<file path="src/rtl/ras_pkg.sv">
package ras_pkg;

  typedef enum logic [1:0] {
    RAS_IDLE  = 2'd0,
    RAS_PUSH  = 2'd1,
    RAS_POP   = 2'd2,
    RAS_CLASH = 2'd3
  } ras_op_e;

  function automatic ras_op_e ras_classify(input logic push_req, input logic pop_req);
    ras_op_e op;
    case ({push_req, pop_req})
      2'b10:   op = RAS_PUSH;
      2'b01:   op = RAS_POP;
      2'b11:   op = RAS_CLASH;
      default: op = RAS_IDLE;
    endcase
    return op;
  endfunction

endpackage

</file>
<file path="src/rtl/ras_rst_sync.sv">
module ras_rst_sync (
  input  logic clk,
  input  logic rst_n,
  output logic rst_sync_n
);
  logic [1:0] sync_q;

  always_ff @(posedge clk or negedge rst_n) begin
    if (!rst_n) sync_q <= 2'b00;
    else        sync_q <= {sync_q[0], 1'b1};
  end

  assign rst_sync_n = sync_q[1];
endmodule

</file>
<file path="src/rtl/ras_ptr_ctl.sv">
module ras_ptr_ctl #(
  parameter  int DEPTH = 6,
  localparam int IDX_W = (DEPTH > 1) ? $clog2(DEPTH) : 1,
  localparam int CNT_W = $clog2(DEPTH + 1)
) (
  input  logic             clk,
  input  logic             rst_n,
  input  logic             push_i,
  input  logic             pop_i,
  output logic [IDX_W-1:0] top_o,
  output logic [IDX_W-1:0] wr_idx_o,
  output logic             full_o,
  output logic             empty_o
);
  localparam logic [IDX_W-1:0] LAST_IDX = IDX_W'(DEPTH - 1);
  localparam logic [CNT_W-1:0] MAX_CNT  = CNT_W'(DEPTH);

  logic [IDX_W-1:0] top_q, top_d, nxt_idx, prv_idx;
  logic [CNT_W-1:0] cnt_q, cnt_d;
  logic             upd_en;

  always_comb begin
    nxt_idx = (top_q == LAST_IDX) ? '0 : top_q + 1'b1;
    prv_idx = (top_q == '0) ? LAST_IDX : top_q - 1'b1;
  end

  assign full_o   = (cnt_q == MAX_CNT);
  assign empty_o  = (cnt_q == '0);
  assign wr_idx_o = nxt_idx;
  assign top_o    = top_q;
  assign upd_en   = push_i | (pop_i & ~empty_o);

  always_comb begin
    top_d = top_q;
    cnt_d = cnt_q;
    if (push_i) begin
      top_d = nxt_idx;
      if (!full_o) cnt_d = cnt_q + 1'b1;
    end else if (pop_i && !empty_o) begin
      top_d = prv_idx;
      cnt_d = cnt_q - 1'b1;
    end
  end

  always_ff @(posedge clk or negedge rst_n) begin
    if (!rst_n) begin
      top_q <= LAST_IDX;
      cnt_q <= '0;
    end else if (upd_en) begin
      top_q <= top_d;
      cnt_q <= cnt_d;
    end
  end


  cnt_bound_chk: assert property (@(posedge clk) disable iff (!rst_n)
    cnt_q <= MAX_CNT);


  full_push_stays_chk: assert property (@(posedge clk) disable iff (!rst_n)
    full_o && push_i |=> full_o);


  empty_pop_hold_chk: assert property (@(posedge clk) disable iff (!rst_n)
    empty_o && pop_i && !push_i |=> empty_o && $stable(top_q));
endmodule

</file>
<file path="src/rtl/ras_store.sv">
module ras_store #(
  parameter  int PC_W  = 13,
  parameter  int DEPTH = 6,
  localparam int IDX_W = (DEPTH > 1) ? $clog2(DEPTH) : 1
) (
  input  logic             clk,
  input  logic             we_i,
  input  logic [IDX_W-1:0] wr_idx_i,
  input  logic [PC_W-1:0]  wdata_i,
  input  logic [IDX_W-1:0] rd_idx_i,
  output logic [PC_W-1:0]  rdata_o
);
  logic [PC_W-1:0] slot_q [DEPTH];

  for (genvar g = 0; g < DEPTH; g++) begin : g_slot
    logic slot_en;
    assign slot_en = we_i && (wr_idx_i == IDX_W'(g));
    always_ff @(posedge clk) begin
      if (slot_en) slot_q[g] <= wdata_i;
    end
  end

  always_comb begin
    rdata_o = '0;
    for (int i = 0; i < DEPTH; i++) begin
      if (rd_idx_i == IDX_W'(i)) rdata_o = slot_q[i];
    end
  end
endmodule

</file>
<file path="src/rtl/ras_irq_gate.sv">
module ras_irq_gate (
  input  logic clk,
  input  logic rst_n,
  input  logic irq_i,
  input  logic busy_i,
  input  logic full_i,
  output logic ack_o,
  output logic pend_o
);
  logic pend_q, pend_d, req;

  assign req    = irq_i | pend_q;
  assign ack_o  = req & ~full_i & ~busy_i;
  assign pend_d = req & ~ack_o;
  assign pend_o = pend_q;

  always_ff @(posedge clk or negedge rst_n) begin
    if (!rst_n) pend_q <= 1'b0;
    else        pend_q <= pend_d;
  end


  no_ack_full_chk: assert property (@(posedge clk) disable iff (!rst_n)
    ack_o |-> !full_i);


  held_pend_chk: assert property (@(posedge clk) disable iff (!rst_n)
    (irq_i || pend_q) && full_i |=> pend_q);


  busy_block_chk: assert property (@(posedge clk) disable iff (!rst_n)
    busy_i |-> !ack_o);
endmodule

</file>
<file path="src/rtl/ret_addr_stack.sv">
module ret_addr_stack #(
  parameter int PC_W  = 13,
  parameter int DEPTH = 6
) (
  input  logic            clk,
  input  logic            rst_n,
  input  logic            call_i,
  input  logic            irq_i,
  input  logic            ret_i,
  input  logic            reti_i,
  input  logic [PC_W-1:0] pc_i,
  output logic [PC_W-1:0] pc_o,
  output logic            irq_ack_o,
  output logic            irq_pend_o,
  output logic            full_o
);
  import ras_pkg::*;

  localparam int IDX_W = (DEPTH > 1) ? $clog2(DEPTH) : 1;

  logic             rst_int_n;
  logic             pop_req, busy, push_en, pop_en, ack, full, empty;
  logic [IDX_W-1:0] top_idx, wr_idx;
  logic [PC_W-1:0]  rd_data, pc_q, pc_d;
  ras_op_e          op;

  ras_rst_sync u_rst (
    .clk        (clk),
    .rst_n      (rst_n),
    .rst_sync_n (rst_int_n)
  );

  assign pop_req = ret_i | reti_i;
  assign busy    = call_i | pop_req;
  assign op      = ras_classify(call_i, pop_req);
  assign push_en = (op == RAS_PUSH) | ack;
  assign pop_en  = (op == RAS_POP);

  ras_irq_gate u_irq (
    .clk    (clk),
    .rst_n  (rst_int_n),
    .irq_i  (irq_i),
    .busy_i (busy),
    .full_i (full),
    .ack_o  (ack),
    .pend_o (irq_pend_o)
  );

  ras_ptr_ctl #(.DEPTH(DEPTH)) u_ptr (
    .clk      (clk),
    .rst_n    (rst_int_n),
    .push_i   (push_en),
    .pop_i    (pop_en),
    .top_o    (top_idx),
    .wr_idx_o (wr_idx),
    .full_o   (full),
    .empty_o  (empty)
  );

  ras_store #(.PC_W(PC_W), .DEPTH(DEPTH)) u_store (
    .clk      (clk),
    .we_i     (push_en),
    .wr_idx_i (wr_idx),
    .wdata_i  (pc_i),
    .rd_idx_i (top_idx),
    .rdata_o  (rd_data)
  );

  always_comb begin
    pc_d = pc_q;
    if (pop_en && !empty) pc_d = rd_data;
  end

  always_ff @(posedge clk or negedge rst_int_n) begin
    if (!rst_int_n) pc_q <= '0;
    else            pc_q <= pc_d;
  end

  assign pc_o      = pc_q;
  assign irq_ack_o = ack;
  assign full_o    = full;


  clash_hold_chk: assert property (@(posedge clk) disable iff (!rst_int_n)
    call_i && (ret_i || reti_i) |=> $stable(pc_o) && $stable(full_o));


  ack_pushes_chk: assert property (@(posedge clk) disable iff (!rst_int_n)
    irq_ack_o |-> !call_i && !ret_i && !reti_i);
endmodule

</file>
<file path="config.mk">
export PLATFORM = sky130hd
export DESIGN_NAME = ret_addr_stack
export DESIGN_NICKNAME = d
export VERILOG_FILES = /design/src/rtl/ras_pkg.sv /design/src/rtl/ras_rst_sync.sv /design/src/rtl/ras_ptr_ctl.sv /design/src/rtl/ras_store.sv /design/src/rtl/ras_irq_gate.sv /design/src/rtl/ret_addr_stack.sv
export SDC_FILE = /design/constraint.sdc
export NUM_CORES = 1
export LEC_CHECK = 0
export CAP_MARGIN = 20
export CORE_ASPECT_RATIO = 1.1
export CORE_MARGIN = 1
export CORE_UTILIZATION = 50
export CTS_CLUSTER_SIZE = 28
export DETAILED_ROUTE_END_ITERATION = 16
export PLACE_DENSITY_LB_ADDON = 0.05
export SLEW_MARGIN = 20
export SYNTH_ARGS = -nofsm -noshare
export SYNTH_HDL_FRONTEND = slang
export SYNTH_SLANG_ARGS = --single-unit
</file>
<file path="constraint.sdc">
create_clock -name clk -period 1.3 [get_ports clk]
set_input_delay 0.195 -clock clk [delete_from_list [all_inputs] [get_ports clk]]
set_output_delay 0.195 -clock clk [all_outputs]
set_load 0.02 [all_outputs]
</file>
; ---- Word level (Yosys, flattened, before mapping)
; Memory sizes are Yosys's and may differ from the RTL's.
; Index checks and enable logic that the tools add are counted.
; Widths: inputs -> output; s select.
[word_totals]
regBits = 22
ramBits = 78
input_bits = 19
out_inout_bits = 16
word_cells = 100
mem_count = 1
[memory_table]
columns = name, words, width, rd, rd_ports_with_merged_regs, write_ports, line_no
row1 = u_store.slot_q, 6, 13, 6, 0, 1, ras_store.sv:13  ; logic [PC_W-1:0] slot_q [DEPTH];
[op_classes]
addsub = 4
n_eq_ne = 17
n_mux = 41
n_bitwise = 13
reduce_logical = 19
[op_table]
columns = operator, count
row1 = $mux 13, 11
row2 = $reduce_or 13->1, 5
row3 = $mux 3, 12
row4 = $mux 1, 17
row5 = $eq 3x3->1 const B, 5
row6 = $eq 3x2->1 const B, 4
row7 = $logic_not 3->1, 3
row8 = $logic_and 1x1->1, 7
row9 = $add 3x1->3 const B, 2
row10 = $eq 2x2->1 const B, 3
row11 = $eq 3x1->1 const B, 2
row12 = $pmux 2 s3, 1
row13 = $sub 3x1->3 const B, 2
row14 = $or 1x1->1, 5
row15 = $and 1x1->1, 4
row16 = $eq 2x1->1 const B, 2
row17 = $not 1->1, 4
row18 = $reduce_and 3->1, 1
row19 = $ne 2x2->1 const B, 1
row20 = $reduce_and 2->1, 1
row21 = $reduce_bool 2->1, 1
row22 = $logic_not 1->1, 1

; ---- Depth between registers and ports, before layout
[depth]
ltp_word = 14
mapped_depth = 9
mapped_depth_nobuf = 7

; ---- Hierarchy
; From an unflattened synthesis, not the netlist that was laid out.
[unflattened]
cells_unflattened = 288
hier_area_um2 = 4302.9
[by_module_without_submodules]
columns = mod, n_inst, cells_per_inst, area_per_inst_um2, seq_area_each_um2
row1 = ras_store, 1, 195, 3191.8, 2342.2
row2 = ret_addr_stack, 1, 32, 530.5, 325.3
row3 = ras_ptr_ctl, 1, 53, 478.0, 152.6
row4 = ras_rst_sync, 1, 3, 53.8, 50.0
row5 = ras_irq_gate, 1, 5, 48.8, 25.0

; ---- Least setup slack after synthesis
; No wires, ideal clock.
[synth_path]
kind = flip-flop to flip-flop
startpoint = register u_ptr.top_q[0] (netlist: u_ptr.top_o[0])
endpoint = memory u_store.slot_q[4][0], enable pin
setup_ps = 403
t_arrival_ps = 2396
required_ps = 897
path_slack_ps = -1499
path_stages_with_launch = 6
n_path_buf = 2
period_less_slack_ps = 2799
cell_sequence = dfstp_2 > buf_6 > clkbuf_1 > and2_1 > ha_1 > nor3b_1
[synth_between]
word_cells_on_any_way = 42
cone_classes = add/sub: 1 / eq/ne: 6 / mux: 23 / reduce/logical: 12
[synth_lines]
columns = item, line_no
row1 = "start, declared", ras_ptr_ctl.sv:18  ; logic [IDX_W-1:0] top_q, top_d, nxt_idx, prv_idx;
row2 = "start signal, assigned", ras_ptr_ctl.sv:50  ; top_q <= top_d;
row3 = $add 3x1->3 or $eq 3x3->1 (tied branches), ras_ptr_ctl.sv:23  ; nxt_idx = (top_q == LAST_IDX) ? '0 : top_q + 1'b1;
row4 = $mux 3 *, ras_ptr_ctl.sv:23
row5 = $eq 3x3->1 *, ras_store.sv:17  ; assign slot_en = we_i && (wr_idx_i == IDX_W'(g));
row6 = $logic_and 1x1->1 *, ras_store.sv:17
row7 = via u_store.g_slot[4].slot_en, ras_store.sv:16  ; logic slot_en;
row8 = $mux 1 *, ras_store.sv:19  ; if (slot_en) slot_q[g] <= wdata_i;
row9 = $mux 1 (not written as such) *, ras_store.sv:19
row10 = $reduce_or 13->1 (no source line), -
row11 = $mux 3 (no source line) or $mux 1 (tied branches) (2 in a row), -
row12 = "end, declared", ras_store.sv:13
; Mark *: on every way through the listed nets, which the timed path passes. The rest lies on a longest branch.

; ---- Final worst setup path
[layout_path]
startpoint = register u_irq.pend_q (netlist: u_irq.pend_o)
endpoint = register u_ptr.cnt_q[2]
[layout_between]
elab_chain_len = 6
word_cells_on_any_way = 9
cone_classes = eq/ne: 1 / mux: 1 / bitwise: 5 / reduce/logical: 2
[layout_rtl]
columns = item, line_no
row1 = "start, declared", ras_irq_gate.sv:10  ; logic pend_q, pend_d, req;
row2 = "start signal, assigned", ras_irq_gate.sv:19  ; else pend_q <= pend_d;
row3 = $or 1x1->1 *, ras_irq_gate.sv:12  ; assign req = irq_i | pend_q;
row4 = $and 1x1->1 * (2 in a row), ras_irq_gate.sv:13  ; assign ack_o = req & ~full_i & ~busy_i;
row5 = $or 1x1->1 *, ret_addr_stack.sv:36  ; assign push_en = (op == RAS_PUSH) | ack;
row6 = "$ne 2x2->1 (no source line), or another cell as far along", -
row7 = $reduce_and 3->1 (no source line), -
row8 = "end signal, assigned", ras_ptr_ctl.sv:51  ; cnt_q <= cnt_d;
row9 = "end, declared", ras_ptr_ctl.sv:19  ; logic [CNT_W-1:0] cnt_q, cnt_d;
; Mark *: on every way between the ends. The rest lies on a longest branch, timed or not.
; A chain may end at the register's enable or synchronous reset.

==> key figures <==
Run status
  – Status: finished with violations
  – Failing checks: negative setup slack

Clocking
  – Clk root buf: clkbuf_8
  – Clk slew on worst S/H paths: 0.10 ns
  – Depth of the CTS H-tree: 3
  – CTS tree: yes
  – Clock buffer depth: 2
  – CTS Buf Count: 9
  – Clock Latency Late Sink: 0.37 ns
  – Clk sink count: 100

Power and ir drop
  – Leak: 2.07 nW
  – Clock network fraction of total power: 16.2%
  – Power per Cell Area: 2080 mW/mm^2
  – Comb pwr share: 47.4%
  – Peak VDD IR: 0.00107 V
  – Sw Share: 36.1%
  – Power consumption: 11.7 mW
  – Sequential share of power: 36.3%
  – Psw: 4.22 mW
  – Pint: 7.46 mW

Placement
  – Pre-CTS WS: -0.742 ns
  – Port Buf Inserts: 34
  – Gpl congestion: 0.769
  – Dpl cell area: 0.00506 mm^2
  – Detail Placement HPWL: 5880 um

GRT
  – Initial antenna violation count: 0
  – First-pass GRT wire length: 14700 um
  – Gr ovfl total: 0
  – Pin count of the biggest net entering global routing: 23
  – Met2 Usage GRT: 39.4%
  – Grt met1 use: 30.3%
  – Grt met3 use: 4.99%
  – Busiest grt layer: met2
  – Gr usage total: 23.4%
  – Number of global-route vias before repair: 2826

Timing
  – Max_slew headroom: 61.8%
  – PnR worst setup slack: -0.485 ns
  – Worst slew pin tran: 0.570 ns
  – FMAX: 0.560 GHz
  – Clock skew: 0.0114 ns
  – Fin crit share: 137%
  – Final Slew Violations: 0
  – Final hold slack: 0.236 ns
  – RSZ-0062 raised after global routing: true
  – Final Setup Violations: 99
  – Hold Violations, Final: 0
  – Fin crit period: 1.78 ns

Job
  – Max-cap violations: 0

Floorplan
  – Die Ht: 98.2 um
  – Core area: 0.00804 mm^2
  – Initial Utilization: 52.3%
  – Chip width: 89.4 um
  – Row Count: 34
  – Die area: 0.00878 mm^2
  – Ports: 35

Synthesis
  – Yosys top cell by area: edfxtp_1
  – Synth top area share: 55.7%
  – Post-Syn Area: 0.00420 mm^2
  – Synth warnings: 0
  – Avg Cell Area, Syn: 14.4 um^2
  – Synthesized flop and latch total: 100
  – Seq/Total Area, Yosys: 68.9%
  – Distinct cells, synth: 51
  – Main area contributors after synthesis: edfxtp_1 56%, dfrtp_1 12%, mux2i_1 3.1%
  – Syn_nets: 313
  – Cell count after synthesis: 292

Drt
  – DRT Pass-1 Iters: 5
  – WL/cell: 19.1 um
  – 1st-iter DRT viols: 142
  – Final antenna-violating net count: 0
  – Vias: 2724
  – Vias per cell: 5.53
  – DRC violations left: 0
  – Total Wirelength: 9420 um

Worst setup path
  – Worst Path Max Fanout: 2
  – Worst-path cell chain: or3_4 > nand3_4 > xor2_1 > ha_2 > and4_1 > o221ai_2 > xnor2_1
  – Max incr delay on CP: 0.39 ns
  – Worst setup SP type: register
  – R2R cell count: 7
  – Critical path data arrival time: 2.04 ns
  – Worst R2R End: u_ptr.cnt_q[2]$_DFFE_PN0P_
  – Slowest library cell on the worst path: dfrtp_1
  – Family with the most delay on the worst path: simple AND/OR/NAND/NOR gates
  – R2R setup slack: -0.48 ns
  – Worst Path Buf+Inv: 0
  – Worst r2r src: u_irq.pend_o$_DFF_PN0_
  – Crit path launch: u_irq.pend_o$_DFF_PN0_
  – CP endpoint: u_ptr.cnt_q[2]$_DFFE_PN0P_
  – WS Path Type: reg2reg
  – Worst Path Required: 1.56 ns
  – CP endpoint kind: register
  – Stages on the worst setup path: 7

Finish
  – Most frequent cells in the layout: 78 x edfxtp_1, 33 x buf_4, 20 x buf_6
  – Most common cell after layout, fill and taps aside: edfxtp_1
  – # nets final: 401
  – Final Cell Area: 0.00561 mm^2
  – N_diodes: 0
  – Share of layout cells above drive strength 1: 35.6%
  – Area growth syn-to-layout: 33.3%

Hold path
  – HP Class: reg2async
## worst min-delay path by stage
| stage | end | slack, ns | cells after the start |
|---|---|---|---|
| 2_1_floorplan | u_rst.sync_q[0]$_DFF_PN0_ | -0.10 | 0 |
| 3_3_place_gp | u_irq.pend_o$_DFF_PN0_ | 0.23 | 1 |
| 3_5_place_dp | u_irq.pend_o$_DFF_PN0_ | 0.25 | 1 |
| 4_1_cts | pc_o[9]$_DFFE_PN0P_ | 0.26 | 1 |
| 5_1_grt | pc_o[5]$_DFFE_PN0P_ | 0.28 | 1 |
| 6_report | pc_o[5]$_DFFE_PN0P_ | 0.24 | 1 |
## routing by layer
layer | wire length (um) | share of wire [%]
met4 | 156 | 1.7
met1 | 3990 | 42
met2 | 4870 | 52
met5 | 0 | 0
met3 | 401 | 4.3
## stage by stage
stage	instances	TNS [ns]	utilization [%]
2_1_floorplan	292	-60.95	-
3_3_place_gp	459	-62.53	62.9
3_5_place_dp	459	-62.91	62.9
4_1_cts	489	-41.15	68.5
5_1_grt	493	-45.56	69.7
6_report	493	-40.42	69.7
## flip-flops by register name, indices dropped and copies added (netlist names)
signal          flops
u_ptr.top_o         3
pc_o               13
u_store.slot_q     78
u_rst.sync_q        2
u_irq.pend_o        1
u_ptr.cnt_q         3
## logic make-up after synthesis
kind of cell / synth area share (%)
flip-flops: 68.9
AND/OR/NAND/NOR: 9.85
XOR/XNOR: 0.625
multiplexers: 3.36
buffers and inverters: 3.24
adder cells (fa/ha/maj): 0.595
AO/OA/AOI/OAI: 13.4
other: 0.0892
## worst register-to-register path: cells and delay by family, from the launching register on
family                     cells  cell delay (ns)
adders and majority gates      1             0.22
and+or+nand+nor                3             0.67
AOI/OAI and AO/OA              1             0.10
DFF                            1             0.39
xor gates and xnor gates       2             0.29
## power groups by stage
stage | Combinational, mW | Sequential (mW) | Clock [mW]
after global routing | 5.99 | 4.31 | 2.05
final | 5.54 | 4.25 | 1.89
after floorplan | 2.91 | 4.53 | 0
after CTS | 5.27 | 4.26 | 1.91
after global placement | 4.79 | 4.28 | 0
after detailed placement | 4.86 | 4.30 | 0
## layout make-up
| type | instances | area [um^2] |
|---|---|---|
| flip-flops and latches | 100 | 2900 |
| fillers | 553 | 2430 |
| multi-input cells | 164 | 1390 |
| repair buffers | 96 | 961 |
| clock buffers | 11 | 141 |
| well taps | 108 | 135 |
| clock inverters | 5 | 45.0 |
| inverters | 9 | 33.8 |
## cells in the mapped netlist (all sizes together)
cell type and instances:
nand3 2, nand3b 8, or3 2, dfstp 2, o21bai 8, nor2 16, or2 2, nor2b 4
nand2 20, a2bb2oi 1, mux2i 13, o2bb2ai 4, dfrtp 20, or3b 1, and3b 2, nor4b 1
clkbuf 7, a21oi 16, nand4 1, buf 12, a211oi 1, o211ai 5, xnor2 1, nor3 4
and2 8, xor2 2, a221oi 13, nor3b 1, o31a 1, o22ai 2, ha 2, edfxtp 78
conb 1, mux2 1, nand4bb 1, o21ai 9, inv 9, and4 1, o221ai 10
## what timing repair did
action	4_1_cts	5_1_grt
cloned	1	1
gates resized for setup	65	35
endpoints found under the hold margin	2	0
setup buffers	12	4
hold buffers	1	0
setup endpoints to repair	113	113
pin swaps	14	16
(Power assumes the default switching activity.)
